[config.mk]
export PLATFORM = sky130hd
export DESIGN_NAME = tuner_wire_rx
export DESIGN_NICKNAME = d
export VERILOG_FILES = /design/src/rtl/tuner_rx_pkg.sv /design/src/rtl/tw_sync.sv /design/src/rtl/tw_ctrl.sv /design/src/rtl/tw_dpath.sv /design/src/rtl/tuner_wire_rx.sv
export SDC_FILE = /design/constraint.sdc
export NUM_CORES = 1
export LEC_CHECK = 0
export ABC_AREA = 0
export BUFFER_PORTS_ARGS = -buffer_cell sky130_fd_sc_hd__buf_2
export CORE_MARGIN = 10
export CORE_UTILIZATION = 45
export CTS_CLUSTER_DIAMETER = 60
export CTS_CLUSTER_SIZE = 10
export DETAILED_ROUTE_END_ITERATION = 8
export PLACE_DENSITY_LB_ADDON = 0.3
export SETUP_SLACK_MARGIN = 0.05
export SLEW_MARGIN = 20
export SYNTH_ARGS = -nofsm -noshare
export SYNTH_HDL_FRONTEND = slang
export SYNTH_SLANG_ARGS = --single-unit
[constraint.sdc]
create_clock -name clk -period 2.35 [get_ports clk]
set_clock_uncertainty 0.15 [all_clocks]
set_input_delay 0 -clock clk [delete_from_list [all_inputs] [get_ports clk]]
set_output_delay 0 -clock clk [all_outputs]
set_load 0.05 [all_outputs]
[src/rtl/tuner_rx_pkg.sv]
package tuner_rx_pkg;

  // number of bits in the control field of a long frame
  localparam int CTRL_BITS = 7;

  typedef enum logic [2:0] {
    LEN_SHORT,
    LEN_18,
    LEN_19,
    LEN_27,
    LEN_OTHER
  } len_kind_e;

  typedef struct packed {
    logic      shiftBit;    // take the current data bit
    logic      bandLoad;    // 5th rising edge of the frame
    logic      freqLoadMid; // 20th rising edge of the frame
    logic      frameEnd;    // enable has just fallen
    len_kind_e lenKind;     // classification, valid with frameEnd
  } strobe_t;

endpackage

[src/rtl/tw_sync.sv]
module tw_sync #(
  parameter int WIDTH  = 3,
  parameter int STAGES = 2
) (
  input  logic             clk,
  input  logic             rstN,
  input  logic [WIDTH-1:0] asyncIn,
  output logic [WIDTH-1:0] syncOut
);

  logic [WIDTH-1:0] stage [STAGES];

  always_ff @(posedge clk) begin
    if (!rstN) begin
      for (int i = 0; i < STAGES; i++) stage[i] <= '0;
    end else begin
      stage[0] <= asyncIn;
      for (int i = 1; i < STAGES; i++) stage[i] <= stage[i-1];
    end
  end

  assign syncOut = stage[STAGES-1];

endmodule

[src/rtl/tw_ctrl.sv]
module tw_ctrl
  import tuner_rx_pkg::*;
#(
  parameter int CNT_W     = 5,
  parameter int BAND_BITS = 4,
  parameter int N_BITS    = 15
) (
  input  logic    clk,
  input  logic    rstN,
  input  logic    enNow,
  input  logic    sclNow,
  output strobe_t strobe
);

  localparam int LEN_A    = BAND_BITS + N_BITS - 1;      // 18
  localparam int LEN_B    = BAND_BITS + N_BITS;          // 19
  localparam int LEN_C    = LEN_B + 1 + CTRL_BITS;       // 27
  localparam logic [CNT_W-1:0] CNT_MAX = '1;

  logic             enPrev, sclPrev;
  logic [CNT_W-1:0] fallCnt, riseCnt;
  logic             sclRise, sclFall, enFall;

  always_ff @(posedge clk) begin
    if (!rstN) begin
      enPrev  <= 1'b0;
      sclPrev <= 1'b0;
    end else begin
      enPrev  <= enNow;
      sclPrev <= sclNow;
    end
  end

  assign sclRise = sclNow & ~sclPrev;
  assign sclFall = ~sclNow & sclPrev;
  assign enFall  = ~enNow & enPrev;

  // bit and edge counters, cleared while enable is low, saturating
  always_ff @(posedge clk) begin
    if (!rstN) begin
      fallCnt <= '0;
      riseCnt <= '0;
    end else if (!enNow) begin
      if (!enFall) begin
        fallCnt <= '0;
        riseCnt <= '0;
      end
    end else begin
      if (sclFall && fallCnt != CNT_MAX) fallCnt <= fallCnt + 1'b1;
      if (sclRise && riseCnt != CNT_MAX) riseCnt <= riseCnt + 1'b1;
    end
  end

  len_kind_e kindNow;
  always_comb begin
    if (fallCnt < CNT_W'(LEN_A))       kindNow = LEN_SHORT;
    else if (fallCnt == CNT_W'(LEN_A)) kindNow = LEN_18;
    else if (fallCnt == CNT_W'(LEN_B)) kindNow = LEN_19;
    else if (fallCnt == CNT_W'(LEN_C)) kindNow = LEN_27;
    else                               kindNow = LEN_OTHER;
  end

  always_comb begin
    strobe.shiftBit    = enNow & sclFall;
    strobe.bandLoad    = enNow & sclRise & (riseCnt == CNT_W'(BAND_BITS));
    strobe.freqLoadMid = enNow & sclRise & (riseCnt == CNT_W'(LEN_B));
    strobe.frameEnd    = enFall;
    strobe.lenKind     = kindNow;
  end

  // the bit count never wraps back to zero inside a frame
  assert_cnt_no_wrap_R1: assert property (@(posedge clk) disable iff (!rstN)
    (enNow && fallCnt != '0) |=> (fallCnt != '0));

  // the 20th rising edge always follows exactly 19 captured bits
  assert_mid_after_19_R5: assert property (@(posedge clk) disable iff (!rstN)
    strobe.freqLoadMid |-> (fallCnt == CNT_W'(LEN_B)));

  // no load strobe fires while enable is low
  assert_idle_quiet_R11: assert property (@(posedge clk) disable iff (!rstN)
    (!enNow && !enPrev) |-> !(strobe.bandLoad || strobe.freqLoadMid || strobe.frameEnd));

endmodule

[src/rtl/tw_dpath.sv]
module tw_dpath
  import tuner_rx_pkg::*;
#(
  parameter int   N_BITS       = 15,
  parameter int   BAND_BITS    = 4,
  parameter logic RATIO_B_INIT = 1'b1
) (
  input  logic                 clk,
  input  logic                 rstN,
  input  strobe_t              strobe,
  input  logic                 dataBit,
  output logic [N_BITS-1:0]    nWord,
  output logic [BAND_BITS-1:0] bandSw,
  output logic                 cpHigh,
  output logic [2:0]           testBits,
  output logic                 ratioA,
  output logic                 ratioB,
  output logic                 tuneOff
);

  logic [N_BITS-1:0] shiftReg;

  always_ff @(posedge clk) begin
    if (!rstN) shiftReg <= '0;
    else if (strobe.shiftBit) shiftReg <= {shiftReg[N_BITS-2:0], dataBit};
  end

  always_ff @(posedge clk) begin
    if (!rstN) begin
      nWord    <= '0;
      bandSw   <= '0;
      cpHigh   <= 1'b1;
      testBits <= 3'b001;
      ratioA   <= 1'b1;
      ratioB   <= RATIO_B_INIT;
      tuneOff  <= 1'b1;
    end else begin
      if (strobe.bandLoad)    bandSw <= shiftReg[BAND_BITS-1:0];
      if (strobe.freqLoadMid) nWord  <= shiftReg;
      if (strobe.frameEnd) begin
        unique case (strobe.lenKind)
          LEN_18: begin
            nWord  <= {1'b0, shiftReg[N_BITS-2:0]};
            ratioA <= 1'b1;
          end
          LEN_19: begin
            nWord  <= shiftReg;
            ratioA <= 1'b0;
          end
          LEN_OTHER: ratioA <= 1'b0;
          LEN_27: begin
            cpHigh   <= shiftReg[6];
            testBits <= shiftReg[5:3];
            ratioA   <= shiftReg[2];
            ratioB   <= shiftReg[1];
            tuneOff  <= shiftReg[0];
          end
          default: ;
        endcase
      end
    end
  end

  // band switches move only on the 5th rising edge strobe
  assert_band_hold_R2: assert property (@(posedge clk) disable iff (!rstN)
    !strobe.bandLoad |=> $stable(bandSw));

  // control field moves only at the end of a 27-bit frame
  assert_ctrl_hold_R7: assert property (@(posedge clk) disable iff (!rstN)
    !(strobe.frameEnd && strobe.lenKind == LEN_27) |=> $stable({cpHigh, testBits, ratioB, tuneOff}));

  // short frames keep frequency and ratioA
  assert_short_keep_R8: assert property (@(posedge clk) disable iff (!rstN)
    (strobe.frameEnd && strobe.lenKind == LEN_SHORT) |=> $stable({nWord, ratioA}));

  // an 18-bit frame leaves the top divider bit clear and ratioA set
  assert_len18_R3: assert property (@(posedge clk) disable iff (!rstN)
    (strobe.frameEnd && strobe.lenKind == LEN_18) |=> (!nWord[N_BITS-1] && ratioA));

  // 19-bit and odd long frames clear ratioA
  assert_len19_R4: assert property (@(posedge clk) disable iff (!rstN)
    (strobe.frameEnd && (strobe.lenKind == LEN_19 || strobe.lenKind == LEN_OTHER)) |=> !ratioA);

endmodule

[src/rtl/tuner_wire_rx.sv]
module tuner_wire_rx #(
  parameter logic RATIO_B_INIT = 1'b1,
  parameter int   SYNC_STAGES  = 2,
  parameter int   N_BITS       = 15,
  parameter int   BAND_BITS    = 4
) (
  input  logic                 clk,
  input  logic                 rstN,
  input  logic                 enIn,
  input  logic                 sclIn,
  input  logic                 sdaIn,
  output logic [N_BITS-1:0]    nWord,
  output logic [BAND_BITS-1:0] bandSw,
  output logic                 cpHigh,
  output logic [2:0]           testBits,
  output logic                 ratioA,
  output logic                 ratioB,
  output logic                 tuneOff
);
  import tuner_rx_pkg::*;

  localparam int LONG_LEN = BAND_BITS + N_BITS + 1 + CTRL_BITS;
  localparam int CNT_W    = $clog2(LONG_LEN + 2);

  logic    enS, sclS, sdaS;
  strobe_t strobe;

  tw_sync #(.WIDTH(3), .STAGES(SYNC_STAGES)) uSync (
    .clk    (clk),
    .rstN   (rstN),
    .asyncIn({enIn, sclIn, sdaIn}),
    .syncOut({enS, sclS, sdaS})
  );

  tw_ctrl #(.CNT_W(CNT_W), .BAND_BITS(BAND_BITS), .N_BITS(N_BITS)) uCtrl (
    .clk   (clk),
    .rstN  (rstN),
    .enNow (enS),
    .sclNow(sclS),
    .strobe(strobe)
  );

  tw_dpath #(.N_BITS(N_BITS), .BAND_BITS(BAND_BITS), .RATIO_B_INIT(RATIO_B_INIT)) uDpath (
    .clk     (clk),
    .rstN    (rstN),
    .strobe  (strobe),
    .dataBit (sdaS),
    .nWord   (nWord),
    .bandSw  (bandSw),
    .cpHigh  (cpHigh),
    .testBits(testBits),
    .ratioA  (ratioA),
    .ratioB  (ratioB),
    .tuneOff (tuneOff)
  );

endmodule

== Word level (Yosys, flattened, before mapping) ==
Memories as Yosys holds them, arrays and structs flattened.
Index checks and enable logic that the tools add are counted.

* Register bits: 53
* Bits in writable memories: 6
* Input port bits: 5
* Output and inout bits: 26
* Logic and storage cells: 67
* Memories: 1

* Add/sub/neg operators: 2
* Order comparisons: 1
* Equality and inequality tests: 14
* Mux-type cells: 17
* Bitwise operators: 12
* Reduce and logical (&&, ||, !) cells: 8

{| class="wikitable"
|+ Memories
! name !! words !! width !! read ports !! clocked after memory_dff !! wr ports !! line !! source
|-
| uSync.stage || 2 || 3 || 2 || 0 || 2 || tw_sync.sv:11 || <nowiki>logic [WIDTH-1:0] stage [STAGES];</nowiki>
|}

{| class="wikitable"
|+ Operators with widths
! cell !! count
|-
| $mux W15 || 2
|-
| $pmux W15 S2 || 1
|-
| $mux W5 || 5
|-
| $eq A5 B5 Y1 const B || 4
|-
| $mux W3 || 6
|-
| $add A5 B1 Y5 const B || 2
|-
| $ne A5 B5 Y1 const B || 2
|-
| $reduce_and A2 Y1 || 4
|-
| $and A1 B1 Y1 || 7
|-
| $eq A3 B2 Y1 const B || 2
|-
| $eq A5 B3 Y1 const B || 1
|-
| $lt A5 B5 Y1 const B || 1
|-
| $ne A2 B1 Y1 const B || 2
|-
| $eq A3 B1 Y1 const B || 1
|-
| $eq A3 B3 Y1 const B || 1
|-
| $not A1 Y1 || 3
|-
| $pmux W1 S3 || 1
|-
| $reduce_bool A3 Y1 || 1
|-
| $logic_and A1 B1 Y1 || 2
|-
| $mux W1 || 2
|-
| $ne A2 B2 Y1 const B || 1
|-
| $or A1 B1 Y1 || 2
|-
| $reduce_or A2 Y1 || 1
|}

== Logic depth before layout (Yosys ltp) ==
Gate-level depths: netlist of run 1.

* Depth in word-level cells: 9
* Gate-level depth with buffers: 7

== Hierarchy ==
A second synthesis of run 1 with hierarchy kept.

* Cell total of the unflattened synthesis: 267
* Area, all modules: 2591.2 um^2

{| class="wikitable"
|+ Modules (own cells, without submodules)
! module !! instances !! cells an instance !! area an instance (um^2) !! seq. area each (um^2)
|-
| tw_dpath || 1 || 160 || 1647.8 || 820.8
|-
| tw_ctrl || 1 || 92 || 763.2 || 240.2
|-
| tw_sync || 1 || 15 || 180.2 || 120.1
|}

== Worst setup path before layout of run 1 ==
OpenSTA, ideal clock, no wires.

* Kind: reg-to-reg
* Start point: register uCtrl.riseCnt[0]
* End point: register uCtrl.riseCnt[2]
* Setup time: 123 ps
* Arrival time: 1572 ps
* Required time: 2077 ps
* Path slack: 506 ps
* Cell stages (with the launch flop): 7
* Cells stage by stage: dfxtp_1 ha_1 and3_1 ha_1 or3_1 a22oi_1 o22ai_1

* Cells in the longest elaborated chain, start to end: 4
* Elaborated cells on any way between the ends: 7
* Classes of those cells: add/sub: 1; eq/ne: 2; mux: 2; reduce/logical: 2

{| class="wikitable"
|+ RTL lines
! element !! line !! source
|-
| from (decl) || tw_ctrl.sv:21 || <nowiki>logic [CNT_W-1:0] fallCnt, riseCnt;</nowiki>
|-
| from (signal assigned) || tw_ctrl.sv:50 || <nowiki>if (sclRise && riseCnt != CNT_MAX) riseCnt <= riseCnt + 1'b1;</nowiki>
|-
| branches (longest 4 deep; another with $add A5 B1 Y5) || -- ||
|}

Parallel ways; which one is timed is not known. The select of a mux whose other input is x is not followed.
A chain may end at the register's enable or synchronous reset.

== Worst setup path in the final report of run 1 ==
* Start point: register uCtrl.fallCnt[1]
* End point: register uCtrl.fallCnt[3]

* Cells in the longest elaborated chain, start to end: 4
* Elaborated cells on any way between the ends: 7
* Classes of those cells: add/sub: 1; eq/ne: 2; mux: 2; reduce/logical: 2

{| class="wikitable"
|+ RTL lines
! element !! line !! source
|-
| from (decl) || tw_ctrl.sv:21 ||
|-
| from (signal assigned) || tw_ctrl.sv:49 || <nowiki>if (sclFall && fallCnt != CNT_MAX) fallCnt <= fallCnt + 1'b1;</nowiki>
|-
| branches (longest 4 deep; another with $add A5 B1 Y5) || -- ||
|}

Parallel ways; which one is timed is not known. The select of a mux whose other input is x is not followed.

==> results of run 1 <==
repair_timing:
| item | in CTS | in global routing |
|---|---|---|
| endpoints found under the hold margin | 5 | 0 |
| gates resized for setup | 0 | 0 |
| hold buffers | 4 | 0 |
stage by stage:
stage                     cells  utilization, %  total power, uW  hold slack, ns
final                       374            55.2             1870           0.264
after global routing        374            55.2             1940           0.271
after CTS                   374            55.2             1880           0.253
after detailed placement    354            51.1             1080          0.0593
after global placement      354            51.1             1080          0.0560
after floorplan             264               -             1060         -0.0227
Yosys cell counts, types with 2 or more instances:
library cell and n:
xor2_1 3, clkbuf_1 9, and3b_1 2, nor4_4 2
nor2b_1 9, nand3b_1 4, a22oi_1 2, ha_1 6
nor2_1 9, nand2_1 71, buf_2 3, dfxtp_1 59
inv_1 4, nor3_1 3, o21a_1 2, and3_1 2
and4bb_2 2, a21boi_0 16, nand3_1 4, o21ai_0 2
and2_1 8, mux2i_1 25, buf_6 2, nand4_1 2
cells by family after synthesis:
group                      Yosys count
AOI/OAI and AO/OA                   28
xor gates and xnor gates             3
adders and majority gates            6
buffers and inverters               19
DFF                                 59
muxes                               25
and+or+nand+nor                    124
worst max path at each step:
stage | start | end | slack [ns]
final | uCtrl.fallCnt[1] | uCtrl.fallCnt[3] | 0.32
after global routing | uCtrl.fallCnt[1] | uCtrl.fallCnt[3] | 0.19
after CTS | uCtrl.fallCnt[1] | uCtrl.fallCnt[3] | 0.34
after detailed placement | uCtrl.fallCnt[1] | uCtrl.fallCnt[3] | 0.38
after global placement | uCtrl.fallCnt[1] | uCtrl.fallCnt[3] | 0.43
after floorplan | uCtrl.riseCnt[0] | uCtrl.riseCnt[2] | 0.51
power by group:
part | leakage, uW | internal (uW) | switching (uW)
sequential | 0.000477 | 1010 | 6.22
combinational | 0.000657 | 21.5 | 24.8
clock | 0.0000905 | 438 | 369
total | 0.00122 | 1470 | 400
area by class of cell:
cell class / instances / area [sq um]
Fill cell: 503 / 2330
Multi-Input combinational cell: 186 / 1190
Sequential cell: 59 / 1180
Timing Repair Buffer: 39 / 228
Clock buffer: 14 / 163
Tap cell: 70 / 87.6
Inverter: 4 / 15.0
Clock inverter: 2 / 10.0
tightest hold or removal path, stage by stage:
cell and delay, ns:
dlygate4sd3_1 0.52, buf_2 0.09, and2_1 0.10
sequential cells by signal (all words and copies together) (netlist names):
name             flops
uCtrl.enPrev         1
uCtrl.sclPrev        1
uDpath.ratioA        1
uCtrl.fallCnt        5
uCtrl.riseCnt        5
uDpath.testBits      3
uDpath.cpHigh        1
uDpath.tuneOff       1
uSync.stage          6
uDpath.nWord        15
uDpath.ratioB        1
uDpath.shiftReg     15
uDpath.bandSw        4
layer usage:
layer / up-vias / wire [um] / global-route usage (%)
met4: 0 / 35 / 4.56
met1: 900 / 2440 / 15.2
met5: - / 0 / 0
li1: 949 / - / -
met3: 6 / 243 / 5.36
met2: 26 / 2380 / 19.6
placed cells by master (no fill, tap or decap), types with 2 or more instances in the layout:
cell type      count
nand2_1           71
xor2_1             3
clkbuf_1           3
nand3_1            4
clkinv_2           2
a22oi_1            2
nor3_1             3
nand4_1            2
nor4_4             2
buf_4              5
nor2b_1            9
o21a_1             2
and3_1             2
inv_1              4
ha_1               6
nor2_1             9
mux2i_1           25
and3b_1            2
and4bb_2           2
dlygate4sd3_1      4
dfxtp_1           59
clkbuf_8          11
o21ai_0            2
and2_1             8
a21boi_0          16
nand3b_1           4
buf_2             30
==> results.json, run 1 <==
{
  "stdcell_area_sq_um": 2870,
  "max_cap_violations": 0,
  "p_leak_uw": 0.00122,
  "synthFlopType": "dfxtp_1",
  "finalHoldViolCount": 0,
  "synthMuxAreaShare_pct": 10.2,
  "drc": 0,
  "pin_count": 31,
  "status": "complete, no violations",
  "antenna_found_initial": 0,
  "clk_latency_ns": 0.33,
  "maxSlewViolCount": 0,
  "cts_root_buffer": "clkbuf_8",
  "min_period_ns": 2.03,
  "synth_area_sq_um": 2460,
  "synth_top_family_by_area": "simple AND/OR/NAND/NOR gates",
  "clockBufferDepth": 2,
  "seq_area_frac_synth_pct": 48.0,
  "core_area_sq_um": 5200,
  "synthCells": 264,
  "cp.depth": 7,
  "cp_common_cell": "ha_1",
  "critPathRequiredTime_ns": 2.46,
  "syn_nets": 275,
  "synth_compound_area_share_pct": 8.28,
  "placed_area_sq_um": 2660,
  "ir_drop_uv": 476,
  "nNetsFinal": 310,
  "path_cells": "ha_1 > and3_1 > ha_1 > and4bb_2 > nand4_1 > xor2_1 > nor2_1",
  "yosys.area_share.adder_pct": 3.05,
  "critPathMaxFanout": 7,
  "synth-xor-area-share_pct": 1.07,
  "start_util_pct": 47.3,
  "tightest_slew_ns": 0.610,
  "htree_levels": 3,
  "holdPathStages": 3,
  "ys_ff_latch": 59,
  "grt_usage_pct": 12.6,
  "num_rows": 26,
  "setup_violations": 0,
  "async_reset_ff_share_pct": 0,
  "slowest_stage": "dfxtp_1",
  "synth.area.top_cells": "dfxtp_1 48%, nand2_1 11%, mux2i_1 10%",
  "die_w_um": 94.0,
  "grt_max_degree": 36,
  "avgSynthCellArea_sq_um": 9.33,
  "yosys_warnings": 0,
  "cts_tree": "done",
  "rrSetupSlack_ns": 0.32,
  "drive_gt1_share_pct": 17.8,
  "io_buffers": 30,
  "rr_endpoint": "uCtrl.fallCnt[3]",
  "holdCritStartpoint": "sclIn",
  "clk_pin_slew_worst_paths_ns": 0.06,
  "post_cts_buffers": 0,
  "dr.first_iter.drc_count": 107,
  "worstSetupStartpointType": "flip-flop",
  "rsz0062_at_grt": "false",
  "first_pass_iters": 4,
  "gp_congestion": 0.753,
  "setup_ws_ns": 0.319,
  "powerDensity_nw_per_um2": 650,
  "tns_ns": 0,
  "avgRoutedWirePerCell_um": 13.6,
  "synth_top_area_cell": "dfxtp_1",
  "relSlewSlack_pct": 59.3,
  "critPathArrivalTime_ns": 2.14,
  "yosys.area.top_type_share_pct": 48.0,
  "grt_overflow": 0,
  "rr_worst_depth": 7,
  "rr_startpoint": "uCtrl.fallCnt[1]",
  "endpoint_kind": "flip-flop",
  "fmax_mhz": 492,
  "grt_pass1_vias": 1915,
  "synth_edf_count": 0,
  "die_area_sq_um": 8830,
  "via_count": 1881,
  "diodes": 0,
  "cts_inserted_buffers": 9,
  "hpwl_mm": 3.51,
  "wirelength_mm": 5.10,
  "synth-simple-area-share_pct": 25.7,
  "path_buf_inv": 0,
  "finalCritPeriodShare_pct": 86.4,
  "area_delta_synth_final_pct": 16.6,
  "dpl_worst_slack_ns": 0.381,
  "critical_path_class": "flip-flop to flip-flop",
  "fp.dieH_um": 94.0,
  "cp_top_family": "simple AND/OR/NAND/NOR gates",
  "grt_first_pass_wirelength_mm": 8.96,
  "via_per_inst": 5.03,
  "cts_sinks": 59,
  "ant_nets": 0,
  "yosysUniqueCellTypes": 37,
  "hold_path_class": "input port to flip-flop",
  "slowest_delay_ns": 0.37,
  "min_to": "uSync.stage[0][1]"
}
Note: power is estimated with default switching activity, not from simulation.
==> run 2: changes to the inputs <==
Settings changed: CORE_UTILIZATION 45 to 42, PLACE_DENSITY_LB_ADDON 0.3 to 0.15.
==> run 2 against run 1 <==
Non-clock buffer count decreased by 1. Fmax hardly changed. Combinational power about the same. Power grew 7.3%. Critical path type unchanged. Sequential power is essentially flat.
==> results.json, run 2 (synthesis results as in run 1) <==
{
  "drive_gt1_share_pct": 17.8,
  "hold_path_class": "input port to flip-flop",
  "powerDensity_nw_per_um2": 687,
  "p_leak_uw": 0.00123,
  "layoutNonFillerInstCount": 375,
  "placed_area_sq_um": 2670,
  "antenna_found_initial": 0,
  "swShare_pct": 21.1,
  "area_delta_synth_final_pct": 18.2,
  "cts_hold_buf": 4,
  "clk_latency_ns": 0.33,
  "slowest_delay_ns": 0.44,
  "p_seq_share_pct": 50.6,
  "die_area_sq_um": 9330,
  "num_rows": 27,
  "p_clk_share_pct": 47.1,
  "ir_drop_uv": 428,
  "min_period_ns": 2.03,
  "clockBufferDepth": 2,
  "core_area_sq_um": 5610,
  "path_cells": "ha_1 > and3_1 > ha_1 > or3_1 > a22oi_1 > o22ai_1",
  "cts_resized": 0,
  "rr_startpoint": "uCtrl.riseCnt[0]",
  "cts_sinks": 59,
  "start_util_pct": 43.9,
  "cts_root_buffer": "clkbuf_8",
  "cp_common_cell": "ha_1",
  "cts_inserted_buffers": 9,
  "grt_first_pass_wirelength_mm": 8.50,
  "via_count": 1802,
  "post_cts_buffers": 0,
  "p_int_uw": 1580,
  "holdCritStartpoint": "sclIn",
  "endpoint_kind": "flip-flop",
  "nNetsFinal": 309,
  "p_switching_uw": 423,
  "fmax_mhz": 492,
  "diodes": 0,
  "maxSlewViolCount": 0,
  "wirelength_mm": 5.01,
  "grt_usage_pct": 11.7,
  "via_per_inst": 4.81,
  "fill_cells": 564,
  "place_inst": 355,
  "pin_count": 31,
  "avgRoutedWirePerCell_um": 13.4,
  "drc": 0,
  "finalHoldViolCount": 0,
  "stdcell_area_sq_um": 2910,
  "combinationalPowerShare_pct": 2.3,
  "max_cap_violations": 0,
  "rsz0062_at_grt": "false",
  "reg.largest.list": "uDpath.nWord x15, uDpath.shiftReg x15, uSync.stage x6",
  "setup_violations": 0,
  "grt_max_degree": 45,
  "mostFrequentLayoutCell": "nand2_1",
  "htree_levels": 3,
  "first_pass_iters": 4,
  "critical_path_class": "flip-flop to flip-flop",
  "tns_ns": 0,
  "finalCritPeriodShare_pct": 86.4,
  "gp_congestion": 0.810,
  "cts_tree": "done",
  "tightest_slew_ns": 0.527,
  "critPathMaxFanout": 5,
  "power_uw": 2000,
  "grt_pass1_vias": 1751,
  "die_w_um": 96.6,
  "layout_common_cells": "71 x nand2_1, 59 x dfxtp_1, 30 x buf_2, 25 x mux2i_1, 16 x a21boi_0",
  "status": "complete, no violations",
  "critPathRequiredTime_ns": 2.41,
  "io_buffers": 30,
  "slowest_stage": "or3_1",
  "crit_start": "uCtrl.riseCnt[0]",
  "ant_nets": 0,
  "relSlewSlack_pct": 64.9,
  "grt_overflow": 0,
  "dr.first_iter.drc_count": 93,
  "clk_pin_slew_worst_paths_ns": 0.07,
  "critPathArrivalTime_ns": 2.09,
  "fp.dieH_um": 96.6,
  "hpwl_mm": 3.34,
  "worstSetupStartpointType": "flip-flop"
}
## run 2: cell types whose count changed in the layout (fill, tap and decap cells not counted), sizes merged
cell	before	now
bufinv	0	1
clkbuf	14	13
clkinvlp	0	1
buf	35	34
clkinv	2	1
## run 2: cell type report
cell class,instances,area (sq um),share of cell area (%)
repair buffers,38,233,7.99
clock inverters,3,46.3,1.59
well taps,72,90.1,3.09
inverters,4,15.0,0.516
flip-flops and latches,59,1180,40.6
multi-input cells,186,1190,40.8
clock buffers,13,159,5.46
## run 2: path summary, 6_finish.rpt
kind	to	slack [ns]	cells past startpoint
hold / removal	uSync.stage[0][1]	0.27	3
hold reg to reg	uSync.stage[0][5]	0.29	1
setup reg to reg	uCtrl.riseCnt[2]	0.32	6
setup / recovery	uCtrl.riseCnt[2]	0.32	6
## run 2: routing by layer
| layer | global-route usage [%] | part of all wire (%) | vias to the layer above |
|---|---|---|---|
| met3 | 5.71 | 5.3 | 7 |
| met4 | 4.00 | 1.3 | 0 |
| met2 | 17.2 | 43 | 26 |
| met5 | 0 | 0 | - |
| li1 | - | - | 952 |
| met1 | 14.7 | 50 | 817 |
## run 2: through the flow
step                      utilization, %  setup WS (ns)  hold slack (ns)
after CTS                           51.9          0.343            0.246
after global routing                51.9          0.213            0.288
final                               51.9          0.319            0.265
after detailed placement            47.5          0.398           0.0652
after global placement              47.5          0.416           0.0624
after floorplan                        -          0.506          -0.0227
## run 2: power by group through the flow
stage                     sequential (uW)  clock (uW)  combinational (uW)
after floorplan                      1030           0                32.2
after detailed placement             1030           0                42.0
after CTS                            1010         969                47.2
after global placement               1030           0                42.2
after global routing                 1010        1010                51.4
final                                1010         943                46.3
## run 2: critical path: cells and delay by family (launching register included)
family / cells / cell delay, ns
flip-flops: 1 / 0.33
AO/OA/AOI/OAI: 2 / 0.34
AND/OR/NAND/NOR: 2 / 0.65
adder cells (fa/ha/maj): 2 / 0.44
